$ cat src/rtl/uart_wm_pkg.sv
// Package: register addresses shared by the watermark interrupt unit and its bench.
package uart_wm_pkg;
    typedef enum logic [2:0] {
        REG_TXQ   = 3'd0,
        REG_RXQ   = 3'd1,
        REG_TXWM  = 3'd2,
        REG_RXWM  = 3'd3,
        REG_IE    = 3'd4,
        REG_IP    = 3'd5,
        REG_RXCNT = 3'd6
    } reg_addr_e;
endpackage

$ cat src/rtl/byte_fifo.sv
// byte_fifo: synchronous first-in first-out queue with a fill-level output.
// A push while full is dropped, and so is a pop while empty. Push and pop may
// occur in the same cycle. DEPTH is assumed to be a power of two.
module byte_fifo #(
    parameter int DEPTH = 8,
    parameter int W     = 8,
    localparam int AW   = $clog2(DEPTH),
    localparam int CW   = AW + 1
) (
    input  logic          clk,
    input  logic          rst_n,
    input  logic          push,
    input  logic [W-1:0]  din,
    input  logic          pop,
    output logic [W-1:0]  dout,
    output logic [CW-1:0] count,
    output logic          full,
    output logic          empty
);
    logic [W-1:0]  mem [DEPTH];
    logic [AW-1:0] wr_ptr, rd_ptr;
    logic          push_ok, pop_ok;

    // Qualify requests against the current fill level.
    always_comb begin
        full    = (count == CW'(DEPTH));
        empty   = (count == '0);
        push_ok = push && !full;
        pop_ok  = pop && !empty;
        dout    = mem[rd_ptr];
    end

    // Storage write; no reset needed, since the pointers guard every read.
    always_ff @(posedge clk) begin
        if (push_ok) mem[wr_ptr] <= din;
    end

    // Pointer and fill-level bookkeeping.
    always_ff @(posedge clk) begin
        if (!rst_n) begin
            wr_ptr <= '0;
            rd_ptr <= '0;
            count  <= '0;
        end else begin
            if (push_ok) wr_ptr <= wr_ptr + 1'b1;
            if (pop_ok)  rd_ptr <= rd_ptr + 1'b1;
            case ({push_ok, pop_ok})
                2'b10:   count <= count + 1'b1;
                2'b01:   count <= count - 1'b1;
                default: count <= count;
            endcase
        end
    end

    // Guards shared by R2 (transmit) and R3 (receive).
    assert_no_overflow_R2: assert property (@(posedge clk) disable iff (!rst_n)
        count <= CW'(DEPTH));
    assert_full_drop_R3: assert property (@(posedge clk) disable iff (!rst_n)
        (push && full && !pop) |=> (count == CW'(DEPTH)));
    assert_empty_pop_R4: assert property (@(posedge clk) disable iff (!rst_n)
        (pop && empty && !push) |=> (count == '0));
endmodule

$ cat src/rtl/wm_pending.sv
// wm_pending: compares a fill level with a threshold. With ABOVE=1 it flags
// fill > threshold (receive style); with ABOVE=0 it flags fill < threshold
// (transmit style). The result is purely combinational.
module wm_pending #(
    parameter int  WM_W  = 3,
    parameter bit  ABOVE = 1'b1,
    localparam int CW    = WM_W + 1
) (
    input  logic [CW-1:0]   level,
    input  logic [WM_W-1:0] mark,
    output logic            pend
);
    logic [CW-1:0] mark_x;
    // Widen the threshold to the width of the fill level.
    always_comb mark_x = {1'b0, mark};

    generate
        if (ABOVE) begin : g_above
            // Receive rule: strictly above the threshold.
            always_comb pend = (level > mark_x);
        end else begin : g_below
            // Transmit rule: strictly below the threshold.
            always_comb pend = (level < mark_x);
        end
    endgenerate
endmodule

$ cat src/rtl/uart_wm_irq.sv
// uart_wm_irq: holds transmit and receive byte queues with threshold-based
// pending flags and one combined interrupt request. It assumes a single-cycle
// register strobe and byte-level shifter strobes, and that DEPTH is a power of two.
module uart_wm_irq
    import uart_wm_pkg::*;
#(
    parameter int DEPTH = 8,
    localparam int WM_W = $clog2(DEPTH),
    localparam int CW   = WM_W + 1
) (
    input  logic       clk,
    input  logic       rst_n,
    input  logic       bus_valid,
    input  logic       bus_write,
    input  logic [2:0] bus_addr,
    input  logic [7:0] bus_wdata,
    output logic [7:0] bus_rdata,
    output logic       bus_rd_invalid,
    output logic [7:0] tx_byte,
    output logic       tx_avail,
    input  logic       tx_drain,
    input  logic [7:0] rx_byte,
    input  logic       rx_fill,
    output logic       irq
);
    reg_addr_e       addr;
    logic            wr_en, rd_en;
    logic [WM_W-1:0] tx_wm, rx_wm;
    logic            tx_ie, rx_ie;
    logic            tx_push, rx_pop;
    logic [CW-1:0]   tx_count, rx_count;
    logic            tx_full, tx_empty, rx_full, rx_empty;
    logic [7:0]      rx_head;
    logic            tx_pend, rx_pend;

    // Decode the register strobe.
    always_comb begin
        addr    = reg_addr_e'(bus_addr);
        wr_en   = bus_valid && bus_write;
        rd_en   = bus_valid && !bus_write;
        tx_push = wr_en && (addr == REG_TXQ);
        rx_pop  = rd_en && (addr == REG_RXQ);
    end

    // Software-writable thresholds and enables.
    always_ff @(posedge clk) begin
        if (!rst_n) begin
            tx_wm <= '0;
            rx_wm <= '0;
            tx_ie <= 1'b0;
            rx_ie <= 1'b0;
        end else if (wr_en) begin
            case (addr)
                REG_TXWM: tx_wm <= bus_wdata[WM_W-1:0];
                REG_RXWM: rx_wm <= bus_wdata[WM_W-1:0];
                REG_IE: begin
                    tx_ie <= bus_wdata[0];
                    rx_ie <= bus_wdata[1];
                end
                default: ;
            endcase
        end
    end

    byte_fifo #(.DEPTH(DEPTH), .W(8)) u_txq (
        .clk(clk), .rst_n(rst_n),
        .push(tx_push), .din(bus_wdata),
        .pop(tx_drain), .dout(tx_byte),
        .count(tx_count), .full(tx_full), .empty(tx_empty)
    );

    byte_fifo #(.DEPTH(DEPTH), .W(8)) u_rxq (
        .clk(clk), .rst_n(rst_n),
        .push(rx_fill), .din(rx_byte),
        .pop(rx_pop), .dout(rx_head),
        .count(rx_count), .full(rx_full), .empty(rx_empty)
    );

    wm_pending #(.WM_W(WM_W), .ABOVE(1'b0)) u_tx_pend (
        .level(tx_count), .mark(tx_wm), .pend(tx_pend)
    );

    wm_pending #(.WM_W(WM_W), .ABOVE(1'b1)) u_rx_pend (
        .level(rx_count), .mark(rx_wm), .pend(rx_pend)
    );

    // Shifter-side status and the combined request.
    always_comb begin
        tx_avail = !tx_empty;
        irq      = (tx_pend && tx_ie) || (rx_pend && rx_ie);
    end

    // Combinational read mux and the empty-pop flag.
    always_comb begin
        bus_rdata      = '0;
        bus_rd_invalid = rx_pop && rx_empty;
        case (addr)
            REG_TXQ:   bus_rdata = 8'(tx_count);
            REG_RXQ:   bus_rdata = rx_empty ? 8'h00 : rx_head;
            REG_TXWM:  bus_rdata = 8'(tx_wm);
            REG_RXWM:  bus_rdata = 8'(rx_wm);
            REG_IE:    bus_rdata = {6'b0, rx_ie, tx_ie};
            REG_IP:    bus_rdata = {6'b0, rx_pend, tx_pend};
            REG_RXCNT: bus_rdata = 8'(rx_count);
            default:   bus_rdata = '0;
        endcase
    end

    assert_tx_wm_zero_silent_R6: assert property (@(posedge clk) disable iff (!rst_n)
        (tx_wm == '0) |-> !tx_pend);
    assert_tx_full_silent_R6: assert property (@(posedge clk) disable iff (!rst_n)
        tx_full |-> !tx_pend);
    assert_rx_any_byte_R5: assert property (@(posedge clk) disable iff (!rst_n)
        ((rx_wm == '0) && !rx_empty) |-> rx_pend);
    assert_irq_needs_enable_R8: assert property (@(posedge clk) disable iff (!rst_n)
        (!tx_ie && !rx_ie) |-> !irq);
    assert_ip_write_ignored_R9: assert property (@(posedge clk) disable iff (!rst_n)
        (wr_en && addr == REG_IP) |=> ($stable(tx_wm) && $stable(rx_wm) && $stable(tx_ie) && $stable(rx_ie)));
    assert_rx_full_drop_R3: assert property (@(posedge clk) disable iff (!rst_n)
        (rx_full && rx_fill && !rx_pop) |=> (rx_count == CW'(DEPTH)));
endmodule

$ cat config.mk
export PLATFORM = sky130hd
export DESIGN_NAME = uart_wm_irq
export DESIGN_NICKNAME = d
export VERILOG_FILES = /design/src/rtl/uart_wm_pkg.sv /design/src/rtl/byte_fifo.sv /design/src/rtl/wm_pending.sv /design/src/rtl/uart_wm_irq.sv
export SDC_FILE = /design/constraint.sdc
export NUM_CORES = 1
export LEC_CHECK = 0
export CAP_MARGIN = 20
export CORE_UTILIZATION = 39
export CTS_BUF_LIST = sky130_fd_sc_hd__clkbuf_4 sky130_fd_sc_hd__clkbuf_8 sky130_fd_sc_hd__clkbuf_16
export CTS_CLUSTER_SIZE = 12
export DETAILED_ROUTE_END_ITERATION = 12
export GPL_TIMING_DRIVEN = 0
export HOLD_SLACK_MARGIN = 0.02
export PLACE_DENSITY = 0.62
export SLEW_MARGIN = 40
export SYNTH_ARGS = -nofsm -noshare
export SYNTH_HDL_FRONTEND = slang
export SYNTH_SLANG_ARGS = --single-unit
$ cat constraint.sdc
create_clock -name clk -period 2.4 [get_ports clk]
set_input_delay 0.36 -clock clk [delete_from_list [all_inputs] [get_ports clk]]
set_output_delay 0.36 -clock clk [all_outputs]
set_load 0.05 [all_outputs]
---- Word level (Yosys, flattened, before mapping) ----
Memories as Yosys holds them, arrays and structs flattened. A register that Yosys moved wholly into a read port is not among the register bits.
Cells that the tools add are included.
operators by class
  add/sub/neg operators ................... 8
  magnitude comparators ................... 2
  eq/ne operators ......................... 12
  mux-type cells .......................... 12
  reduce and logical (&&, ||, !) cells .... 25
operator list
  cell                   count
  $pmux W8 S7            1
  $pmux W4 S2            2
  $add A3 B1 Y3 const B  4
  $mux W3                4
  $logic_and A1 B1 Y1    11
  $eq A3 B3 Y1 const B   3
  $add A4 B1 Y4 const B  2
  $eq A4 B4 Y1 const B   2
  $logic_not A4 Y1       2
  $mux W8                1
  $sub A4 B1 Y4 const B  2
  $eq A3 B2 Y1 const B   2
  $reduce_and A2 Y1      3
  $logic_not A1 Y1       5
  $eq A2 B1 Y1 const B   2
  $eq A2 B2 Y1 const B   2
  $gt A4 B3 Y1           1
  $lt A4 B3 Y1           1
  $mux W1                4
  $reduce_bool A2 Y1     2
  $eq A3 B1 Y1 const B   1
  $logic_not A3 Y1       1
  $logic_or A1 B1 Y1     1
word-level totals
  bits in registers ....................... 28
  RAM bits ................................ 128
  bits of input ports ..................... 25
  output and inout port bits .............. 19
  word-level logic and storage cells ...... 71
  memories kept ........................... 2
memory list
  memory     depth  bits a word  rd ports  clocked after Yosys merged registers in  write ports  RTL line         text
  u_rxq.mem  8      8            1         1                                        1            byte_fifo.sv:20  logic [W-1:0] mem [DEPTH];
  u_txq.mem  8      8            1         1                                        1            byte_fifo.sv:20

---- Depth between registers and ports, before layout ----
Gate-level depths: netlist of the first run.
  depth in word-level cells ............... 6
  mapped depth ............................ 11
  mapped depth without buffers ............ 10

---- Modules after synthesis ----
A second synthesis of the first run with hierarchy kept.
second synthesis, totals
  cells, all modules ...................... 435
  area, all modules ....................... 7059.3 sq um
by module, submodules not included
  module                  instances  cells each  area an instance (sq um)  sequential area each (sq um)
  byte_fifo               2          168         3136.8                    2182.1
  uart_wm_irq             1          82          653.1                     160.2
  wm_pending (u_rx_pend)  1          10          78.8                      0.0
  wm_pending (u_tx_pend)  1          7           53.8                      0.0

---- Worst setup path after synthesis of the first run ----
Ideal clock, no wire load.
  path kind ............................... register to output
  from .................................... register u_rxq.count[1]
  to ...................................... output port bus_rd_invalid
  data arrival time ....................... 2160 ps
  data required time ...................... 2040 ps
  path slack .............................. -120 ps
  cell stages (with the launch flop) ...... 5
  buffers on the path ..................... 1
  cells stage by stage .................... dfxtp_1 clkbuf_1 nor4_2 inv_1 nor3_1
on the way
  longest elaborated chain between the ends .. 2
RTL lines
  item                    RTL line           text
  start, declared         byte_fifo.sv:16    output logic [CW-1:0] count,
  start signal, assigned  byte_fifo.sv:48    2'b10: count <= count + 1'b1;
  start signal, assigned  byte_fifo.sv:49    2'b01: count <= count - 1'b1;
  start signal, assigned  byte_fifo.sv:50    default: count <= count;
  $logic_not A4 Y1        byte_fifo.sv:27    empty = (count == '0);
  $logic_and A1 B1 Y1     uart_wm_irq.sv:96  bus_rd_invalid = rx_pop && rx_empty;
  end, declared           uart_wm_irq.sv:18  output logic bus_rd_invalid,
Every way passes these cells.

==> flow_summary_export.csv, run 1 <==
group,metric,value,unit
hold_path,worstHoldPathType,"flop to flop",
run_status,status,"complete, but fails checks",
synthesis,yosys-top-cells-count,"edfxtp_1, dfxtp_1, mux4_2",
clocking,clockBufferDepth,2,
layout,antenna_cells,0,
place,routabilityCongestion,0.848,
synthesis,yosysMostFrequentCell,"edfxtp_1",
setup_path,worstSetupStartpointType,"flop",
synthesis,synth_xor_area_share,1.54,%
global_routing,grt_pass1_vias,4093,
floorplanning,num_rows,48,
global_routing,antenna_found_initial,0,
detailed_routing,first_pass_iters,4,
setup_path,r2r_cells,10,
detailed_routing,drt_iter0_drc,231,
timing,period_share,102,%
clocking,clk_latency,420,ps
synthesis,ys_seq_area_share,66.2,%
synthesis,syn-num-nets,466,
floorplanning,die_x,134,um
power,ir_drop,0.606,mV
setup_path,crit_fanout,5,
clocking,clk_pin_slew_worst_paths,70,ps
timing,slew_headroom,58.2,%
timing,fin_skew,7.59,ps
hold_path,whs_path_depth,2,
synthesis,synthAdderAreaFrac,2.75,%
power,power_density,738,nW/um^2
clocking,cts_tree,"done",
global_routing,grt_max_degree,17,
place,dp_slack,-1110,ps
detailed_routing,routedWlPerCell,18.9,um
detailed_routing,ant_nets,0,
setup_path,crit_required,2040,ps
synthesis,synth-compound-area-share,4.38,%
synthesis,postSynthAreaPerCell,16.0,um^2
detailed_routing,wirelength,14.3,mm
synthesis,synth_edf_count,128,
timing,maxSlewViolCount,0,
detailed_routing,drc_errors,0,
timing,finalCriticalPeriod,2450,ps
run_status,violations,"setup timing",
synthesis,yosys.area_share.simple,8.57,%
layout,syn_to_final_growth,28.7,%
clocking,cts_buffers,17,
timing,final_hold_viol_count,0,
floorplanning,start_util,39.8,%
clocking,clkSinkCount,162,
detailed_routing,vias,3950,
power,power.leakage,0.00296,uW
global_routing,overflow,0,
floorplanning,core_area,17200,um^2
floorplanning,chipHeight,134,um
timing,rsz0062_at_grt,"yes",
synthesis,synth_top_cell_by_area,"edfxtp_1",
timing,setup_ws,-45.0,ps
layout,drive_gt1_share,36.5,%
timing,setup-violations-final,3,
clocking,htree_levels,4,
synthesis,synthArstFlopShare,0,%
setup_path,critPathCaptureType,"output port",
synthesis,synth_area_leaders,"edfxtp_1, mux4_2, dfxtp_1",
setup_path,arrival,2090,ps
place,io_buffers,43,
flow_run,cap_viol_max_count,0,
synthesis,synthFlopType,"edfxtp_1",
global_routing,grtUsageTotal,17.0,%
global_routing,grt_pass1_wl,22.5,mm
synthesis,synth_seq_cells,162,
clocking,root_buffer,"clkbuf_16",
synthesis,synth_cell_types,50,
timing,fmax,409,MHz
setup_path,reg2reg_from,"u_txq.count[0]$_SDFFE_PN0P_",
layout,utilization,51.2,%
layout,nets,559,
place,placed_cells,703,
synthesis,synth_top_family_by_area,"multiplexers",
synthesis,synthCells,426,
layout,layoutNonFillerInstCount,757,
hold_path,hold_start,"u_rxq.rd_ptr[2]$_SDFFE_PN0P_",
synthesis,syn-cell-area,6830,um^2
synthesis,yosys_warnings,0,
detailed_routing,via_per_inst,5.22,
place,hpwl,9.66,mm
setup_path,r2r_slack,100,ps
synthesis,synth_mux_area_share,14.7,%
setup_path,rr_endpoint,"u_txq.count[2]$_SDFFE_PN0P_",
floorplanning,io_pins,44,
floorplanning,die-area,18100,um^2
setup_path,critPathKind,"flop to output port",
synthesis,synth.top_cell.area_share,56.3,%
timing,worst_pin_slew,626,ps
area by class of cell:
| class | instances | area [um^2] |
|---|---|---|
| repair buffers | 76 | 687 |
| multi-input cells | 233 | 2440 |
| flip-flops and latches | 162 | 4540 |
| clock buffers | 17 | 425 |
| clock inverters | 15 | 219 |
| well taps | 225 | 282 |
| inverters | 12 | 45.0 |
| fillers | 1459 | 8390 |
| plain buffers | 17 | 151 |
critical path: stages, from the launching register on:
cell and delay (ps):
dfxtp_2 320, buf_6 130, buf_12 110, mux4_2 510, a22oi_2 230, o211ai_1 150
buf_4 210
state kept, by name (all words and copies together) (netlist names), named ones only:
name          cells
u_txq.wr_ptr      3
rx_wm             3
u_rxq.count       4
tx_ie             1
u_txq.count       4
rx_ie             1
u_txq.mem        64
u_txq.rd_ptr      3
tx_wm             3
u_rxq.wr_ptr      3
u_rxq.rd_ptr      3
u_rxq.mem        64
cell usage in the layout (no fill, tap or decap), types with 11 or more instances in the layout:
cell type and instances:
buf_4 28, buf_6 19, clkbuf_16 18, clkdlybuf4s50_1 22, dfxtp_1 22, dfxtp_2 11
edfxtp_1 128, mux2i_1 17, mux4_2 32, nand2_1 26, nor2b_1 14
per-stage QoR:
step	instance area, um^2	power [uW]	TNS [ps]	hold WS [ps]
final	8790	6490	-57.0	471
after floorplan	6860	3390	0	449
after global placement	7570	3540	-82800	470
after detailed placement	7690	3560	-45230	474
after CTS	8610	6510	-163	482
after global routing	8790	6690	-609	488
power by group:
group	internal, uW	switching [uW]	total, uW
clock network	1780	1150	2930
registers	3070	29.9	3100
logic	213	253	466
total	5060	1430	6490
per-layer routing:
metal | global-route usage (%) | vias up | part of all wire, %
li1 | - | 1844 | -
met1 | 21.4 | 2000 | 44
met2 | 28.6 | 83 | 50
met3 | 3.78 | 23 | 3.7
met4 | 6.49 | 0 | 2.0
met5 | 0 | - | 0
worst max path at each step:
stage | slack, ps | depth (start not counted) | startpoint | end
2_1_floorplan | 10 | 10 | bus_addr[1] | u_rxq.count[2]$_SDFFE_PN0P_
5_1_grt | -110 | 6 | flop | bus_rdata[1]
3_5_place_dp | -1110 | 6 | bus_addr[0] | bus_rdata[1]
3_3_place_gp | -1340 | 5 | bus_valid | u_txq.mem[0][6]$_DFFE_PP_
6_report | -50 | 6 | flop | bus_rdata[1]
4_1_cts | -100 | 6 | flop | bus_rdata[1]
kinds of logic after synthesis:
logic type,Yosys count
DFF,162
xor gates and xnor gates,12
adders and majority gates,15
AOI/OAI and AO/OA,42
buffers and inverters,31
muxes,59
and+or+nand+nor,105
timing repair:
item,4_1_cts,5_1_grt
setup buffers,16,7
hold buffers,0,0
resized for setup,161,40
gates cloned,0,1
pin swaps,14,10
setup endpoints to repair,69,22
Note: power is estimated with default switching activity, not from simulation.
==> run 2, diff against run 1 <==
Settings changed: SKIP_CTS_REPAIR_TIMING set to 1.
==> run 2 against run 1 <==
Critical path type unchanged. Clock power hardly changed. The run still ends with setup timing left. Cell area up 0.36%. Register-to-register slack worse by 50 ps. Clock skew up 3.2 ps. Sequential share of layout area decreased by 0.15 points. Die area unchanged.
==> flow_summary_export.csv, run 2 (same netlist as run 1, synthesis figures left out) <==
group,metric,value,unit
layout,final_cell_mix,"edfxtp_1, mux4_2, buf_4, nand2_1, dfxtp_1",
clocking,htree_levels,4,
timing,final.setup.tns,-94.7,ps
place,placed_cells,703,
hold_path,whs_path_depth,2,
global_routing,grt_pass1_wl,21.9,mm
layout,final_common_cell,"edfxtp_1",
setup_path,rr_endpoint,"u_rxq.count[2]$_SDFFE_PN0P_",
detailed_routing,wirelength,14.3,mm
floorplanning,chipHeight,134,um
global_routing,overflow,0,
power,combPwrFrac,7.2,%
detailed_routing,via_per_inst,5.20,
place,routabilityCongestion,0.848,
detailed_routing,drc_errors,0,
setup_path,crit_fanout,6,
global_routing,antenna_found_initial,0,
timing,fin_skew,10.8,ps
setup_path,critPathSlowestCell,"mux4_2",
clocking,clk_latency,420,ps
setup_path,reg2reg_from,"u_rxq.count[2]$_SDFFE_PN0P_",
clocking,clkSinkCount,162,
power,ir_drop,0.601,mV
place,place_area,7690,um^2
place,hpwl,9.66,mm
power,power.leakage,0.00302,uW
timing,finalCriticalPeriod,2450,ps
floorplanning,io_pins,44,
timing,maxSlewViolCount,0,
run_status,status,"complete, but fails checks",
clocking,root_buffer,"clkbuf_16",
layout,syn_to_final_growth,29.1,%
flow_run,cap_viol_max_count,0,
setup_path,r2r_slack,50,ps
place,io_buffers,43,
timing,final_hold_viol_count,0,
timing,slew_headroom,52.2,%
setup_path,critPathKind,"flop to output port",
global_routing,grt_max_degree,17,
layout,antenna_cells,0,
detailed_routing,vias,3931,
setup_path,arrival,2090,ps
layout,fillers,1458,
setup_path,r2r_cells,10,
setup_path,crit_chain,"buf_8, buf_6, mux4_2, a22oi_2, o211ai_1, buf_4",
detailed_routing,drt_iter0_drc,224,
floorplanning,die-area,18100,um^2
power,share_seq_of_total_power,47.7,%
detailed_routing,routedWlPerCell,18.9,um
run_status,violations,"setup timing",
timing,period_share,102,%
timing,setup-violations-final,3,
layout,drive_gt1_share,36.0,%
floorplanning,die_x,134,um
setup_path,critPathCaptureType,"output port",
floorplanning,start_util,39.8,%
layout,largestRegisters,"u_rxq.mem x64, u_txq.mem x64",
power,switchingPower,1430,uW
power,power_frac_clock,45.1,%
clocking,cts_buffers,17,
timing,worst_pin_slew,714,ps
power,power_density,736,nW/um^2
layout,nets,558,
setup_path,worstSetupStartpointType,"flop",
layout,multi_input_area,2430,um^2
power,internal_power,5060,uW
detailed_routing,first_pass_iters,4,
clocking,clk_pin_slew_worst_paths,70,ps
layout,layoutNonFillerInstCount,756,
timing,fmax,408,MHz
layout,regArea,4540,um^2
global_routing,grt_pass1_vias,4006,
floorplanning,num_rows,48,
timing,setup_ws,-49.9,ps
clocking,clockBufferDepth,2,
setup_path,worst-path-buf-inv,3,
setup_path,cpPeakStageDelay,500,ps
setup_path,crit_required,2040,ps
detailed_routing,ant_nets,0,
layout,final_area,8820,um^2
hold_path,hold_start,"u_rxq.rd_ptr[2]$_SDFFE_PN0P_",
global_routing,grtUsageTotal,16.5,%
setup_path,cp_top_family,"multiplexers",
clocking,cts_tree,"done",
floorplanning,core_area,17200,um^2
hold_path,worstHoldPathType,"flop to flop",
timing,rsz0062_at_grt,"yes",
power,power_switching_share,22.1,%
==> run 2: cell types whose count changed in the layout (fill, tap and decap cells not counted), sizes merged <==
cell / before / now
dlymetal6s2s: 0 / 6
buf: 61 / 57
clkbuf: 24 / 26
clkdlybuf4s50: 22 / 20
dlygate4sd2: 2 / 0
clkdlybuf4s15: 1 / 0
==> run 2: layout make-up <==
class | instances | share of cell area [%]
multi-input cells | 233 | 27.6
clock buffers | 17 | 4.82
well taps | 225 | 3.19
flip-flops and latches | 162 | 51.5
inverters | 12 | 0.567
plain buffers | 17 | 1.76
clock inverters | 15 | 2.48
repair buffers | 75 | 8.10
==> run 2: how the worst max path moves through the flow <==
stage	endpoint	slack, ps	depth (start not counted)
2_1_floorplan	u_rxq.count[2]$_SDFFE_PN0P_	10	10
3_3_place_gp	u_txq.mem[0][6]$_DFFE_PP_	-1340	5
3_5_place_dp	bus_rdata[1]	-1110	6
4_1_cts	bus_rdata[1]	-1300	6
5_1_grt	bus_rdata[1]	-110	6
6_report	bus_rdata[1]	-50	6
==> run 2: worst register-to-register path, stage by stage, from the launching register on <==
cell and delay, ps:
dfxtp_2 330, buf_6 140, or4b_4 570, nand2_8 90
ha_4 150, xor2_1 180, ha_2 200, a21oi_1 50
xor2_1 150, or3_1 310, a21boi_1 120
==> run 2: layer usage <==
layer / vias to the layer above / wire length (um) / global-route usage (%)
met5: - / 0 / 0
met4: 0 / 310 / 6.74
met3: 25 / 492 / 3.89
met2: 84 / 7260 / 27.5
met1: 1983 / 6200 / 20.8
li1: 1839 / - / -
==> run 2: per-stage QoR <==
step                      utilization [%]  hold WS, ps  setup slack (ps)  total power, uW
final                                51.4          473             -49.9             6490
after global placement               44.1          470             -1340             3540
after CTS                            48.5          482             -1300             6470
after floorplan                         -          449              11.6             3390
after detailed placement             44.8          474             -1110             3560
after global routing                 51.4          488              -112             6690
==> run 2: power by group through the flow <==
stage	sequential [uW]	clock, uW	combinational [uW]
after floorplan	3150	0	241
after global placement	3150	0	383
after detailed placement	3160	0	405
after CTS	3100	2970	406
after global routing	3100	3090	501
final	3100	2930	467
==> run 3, diff against run 2 <==
Settings changed: TNS_END_PERCENT set to 5.
==> run 3 against run 2 <==
The run still ends with setup timing left. Clock power is essentially flat. Global-route usage fell by 0.56 points. Routed wire length shrank 3.3%. Setup slack improved by 0.60 ps. Critical path type unchanged. Critical endpoint unchanged.
==> flow_summary_export.csv, run 3 (same netlist as run 1, synthesis figures left out) <==
group,metric,value,unit
setup_path,worstSetupStartpointType,"flop",
layout,nets,553,
clocking,clkSinkCount,162,
clocking,clk_pin_slew_worst_paths,60,ps
setup_path,r2r_slack,70,ps
timing,maxSlewViolCount,0,
floorplanning,io_pins,44,
floorplanning,num_rows,48,
clocking,cts_buffers,17,
timing,slew_headroom,47.1,%
setup_path,r2r_cells,10,
power,combPwrFrac,7.1,%
place,hpwl,9.10,mm
layout,layoutNonFillerInstCount,751,
power,share_seq_of_total_power,47.8,%
setup_path,reg2reg_from,"u_rxq.count[2]$_SDFFE_PN0P_",
floorplanning,core_area,17200,um^2
setup_path,cp_top_family,"multiplexers",
timing,setup-violations-final,3,
detailed_routing,vias,3869,
detailed_routing,wirelength,13.8,mm
detailed_routing,drt_iter0_drc,289,
timing,rsz0062_at_grt,"yes",
clocking,clockBufferDepth,2,
setup_path,crit_chain,"buf_6, buf_12, mux4_2, a22oi_2, o211ai_1, buf_4",
clocking,clk_latency,410,ps
clocking,cts_tree,"done",
layout,fillers,1449,
setup_path,crit_fanout,10,
clocking,root_buffer,"clkbuf_16",
power,power.leakage,0.00295,uW
global_routing,overflow,0,
global_routing,grt_max_degree,17,
detailed_routing,drc_errors,0,
setup_path,worst-path-buf-inv,3,
flow_run,cap_viol_max_count,0,
hold_path,hold_start,"u_rxq.rd_ptr[2]$_SDFFE_PN0P_",
timing,worst_pin_slew,791,ps
power,switchingPower,1370,uW
place,placed_cells,700,
setup_path,critPathSlowestCell,"mux4_2",
floorplanning,die-area,18100,um^2
layout,largestRegisters,"u_rxq.mem x64, u_txq.mem x64",
power,power_density,743,nW/um^2
layout,final_cell_mix,"edfxtp_1, mux4_2, nand2_1, dfxtp_1, buf_4",
timing,final_hold_viol_count,0,
detailed_routing,routedWlPerCell,18.4,um
timing,setup_ws,-49.3,ps
setup_path,arrival,2090,ps
power,ir_drop,0.508,mV
layout,antenna_cells,0,
hold_path,whs_path_depth,2,
power,power_switching_share,21.1,%
layout,drive_gt1_share,34.6,%
setup_path,rr_endpoint,"u_rxq.count[2]$_SDFFE_PN0P_",
setup_path,critPathCaptureType,"output port",
detailed_routing,first_pass_iters,4,
timing,period_share,102,%
power,power_frac_clock,45.1,%
run_status,violations,"setup timing",
run_status,status,"complete, but fails checks",
global_routing,antenna_found_initial,0,
timing,finalCriticalPeriod,2450,ps
power,finalPower,6480,uW
detailed_routing,via_per_inst,5.15,
detailed_routing,ant_nets,0,
power,internal_power,5110,uW
layout,final_common_cell,"edfxtp_1",
timing,fin_skew,7.40,ps
floorplanning,start_util,39.8,%
setup_path,cpPeakStageDelay,530,ps
timing,fmax,408,MHz
clocking,htree_levels,4,
place,routabilityCongestion,0.875,
floorplanning,chipHeight,134,um
global_routing,grt_pass1_wl,21.2,mm
layout,syn_to_final_growth,27.6,%
setup_path,cp.depth,6,
place,io_buffers,43,
global_routing,grt_pass1_vias,3945,
setup_path,crit_required,2040,ps
setup_path,critPathKind,"flop to output port",
global_routing,grtUsageTotal,16.0,%
setup_path,crit_path_end,"bus_rdata[1]",
floorplanning,die_x,134,um
hold_path,worstHoldPathType,"flop to flop",
==> run 3: cell types whose count changed in the layout (fill, tap and decap cells not counted), sizes merged <==
cell | before | now
dlymetal6s2s | 6 | 5
buf | 57 | 49
clkinvlp | 2 | 3
inv | 20 | 15
clkbuf | 26 | 34
==> run 3: area by class of cell <==
type                            count  area (um^2)  area share (%)
Clock inverter                     11          178            2.04
Tap cell                          225          282            3.23
Multi-Input combinational cell    233         2430            27.9
Clock buffer                       21          468            5.37
Sequential cell                   162         4540            52.1
Inverter                           12         50.0           0.574
Buffer                             17          154            1.77
Timing Repair Buffer               70          609            6.99
==> run 3: power by group through the flow <==
stage	Sequential (uW)	Clock [uW]	Combinational, uW
after floorplan	3150	0	240
after global placement	3150	0	380
after detailed placement	3150	0	396
after CTS	3090	2960	399
after global routing	3100	3090	494
final	3100	2920	458
==> run 3: worst min-delay path by stage <==
| stage | endpoint | slack, ps |
|---|---|---|
| floorplan | flop | 450 |
| global placement | u_rxq.rd_ptr[2]$_SDFFE_PN0P_ | 470 |
| detailed placement | flop | 480 |
| CTS | u_rxq.rd_ptr[2]$_SDFFE_PN0P_ | 490 |
| global route | flop | 520 |
| finish | flop | 490 |
==> run 3: layer usage <==
metal	part of all wire (%)	wire (um)	vias to the layer above	global-route usage (%)
li1	-	-	1826	-
met1	43	5920	1974	19.4
met2	54	7390	53	27.9
met3	2.3	317	16	3.93
met4	1.3	177	0	5.24
met5	0	0	-	0
==> run 3: worst reg2reg max path: stages (launching register included) <==
cell and delay [ps]:
dfxtp_2 320, buf_6 130, or4b_4 570, nand2_8 100
ha_4 170, xor2_2 140, ha_2 180, a21oi_1 40
xor2_1 160, or3_1 320, a21boi_1 140
==> run 3: through the flow <==
step / TNS [ps] / worst slack (ps) / cell area [um^2] / hold WS [ps] / utilization (%)
after floorplan: -787 / -115 / 6840 / 449 / -
after global placement: -87090 / -1450 / 7550 / 468 / 44.0
after detailed placement: -41020 / -1090 / 7650 / 480 / 44.5
after CTS: -21440 / -1210 / 8290 / 492 / 48.3
after global routing: -482 / -126 / 8720 / 518 / 50.7
final: -110 / -49.3 / 8720 / 488 / 50.7
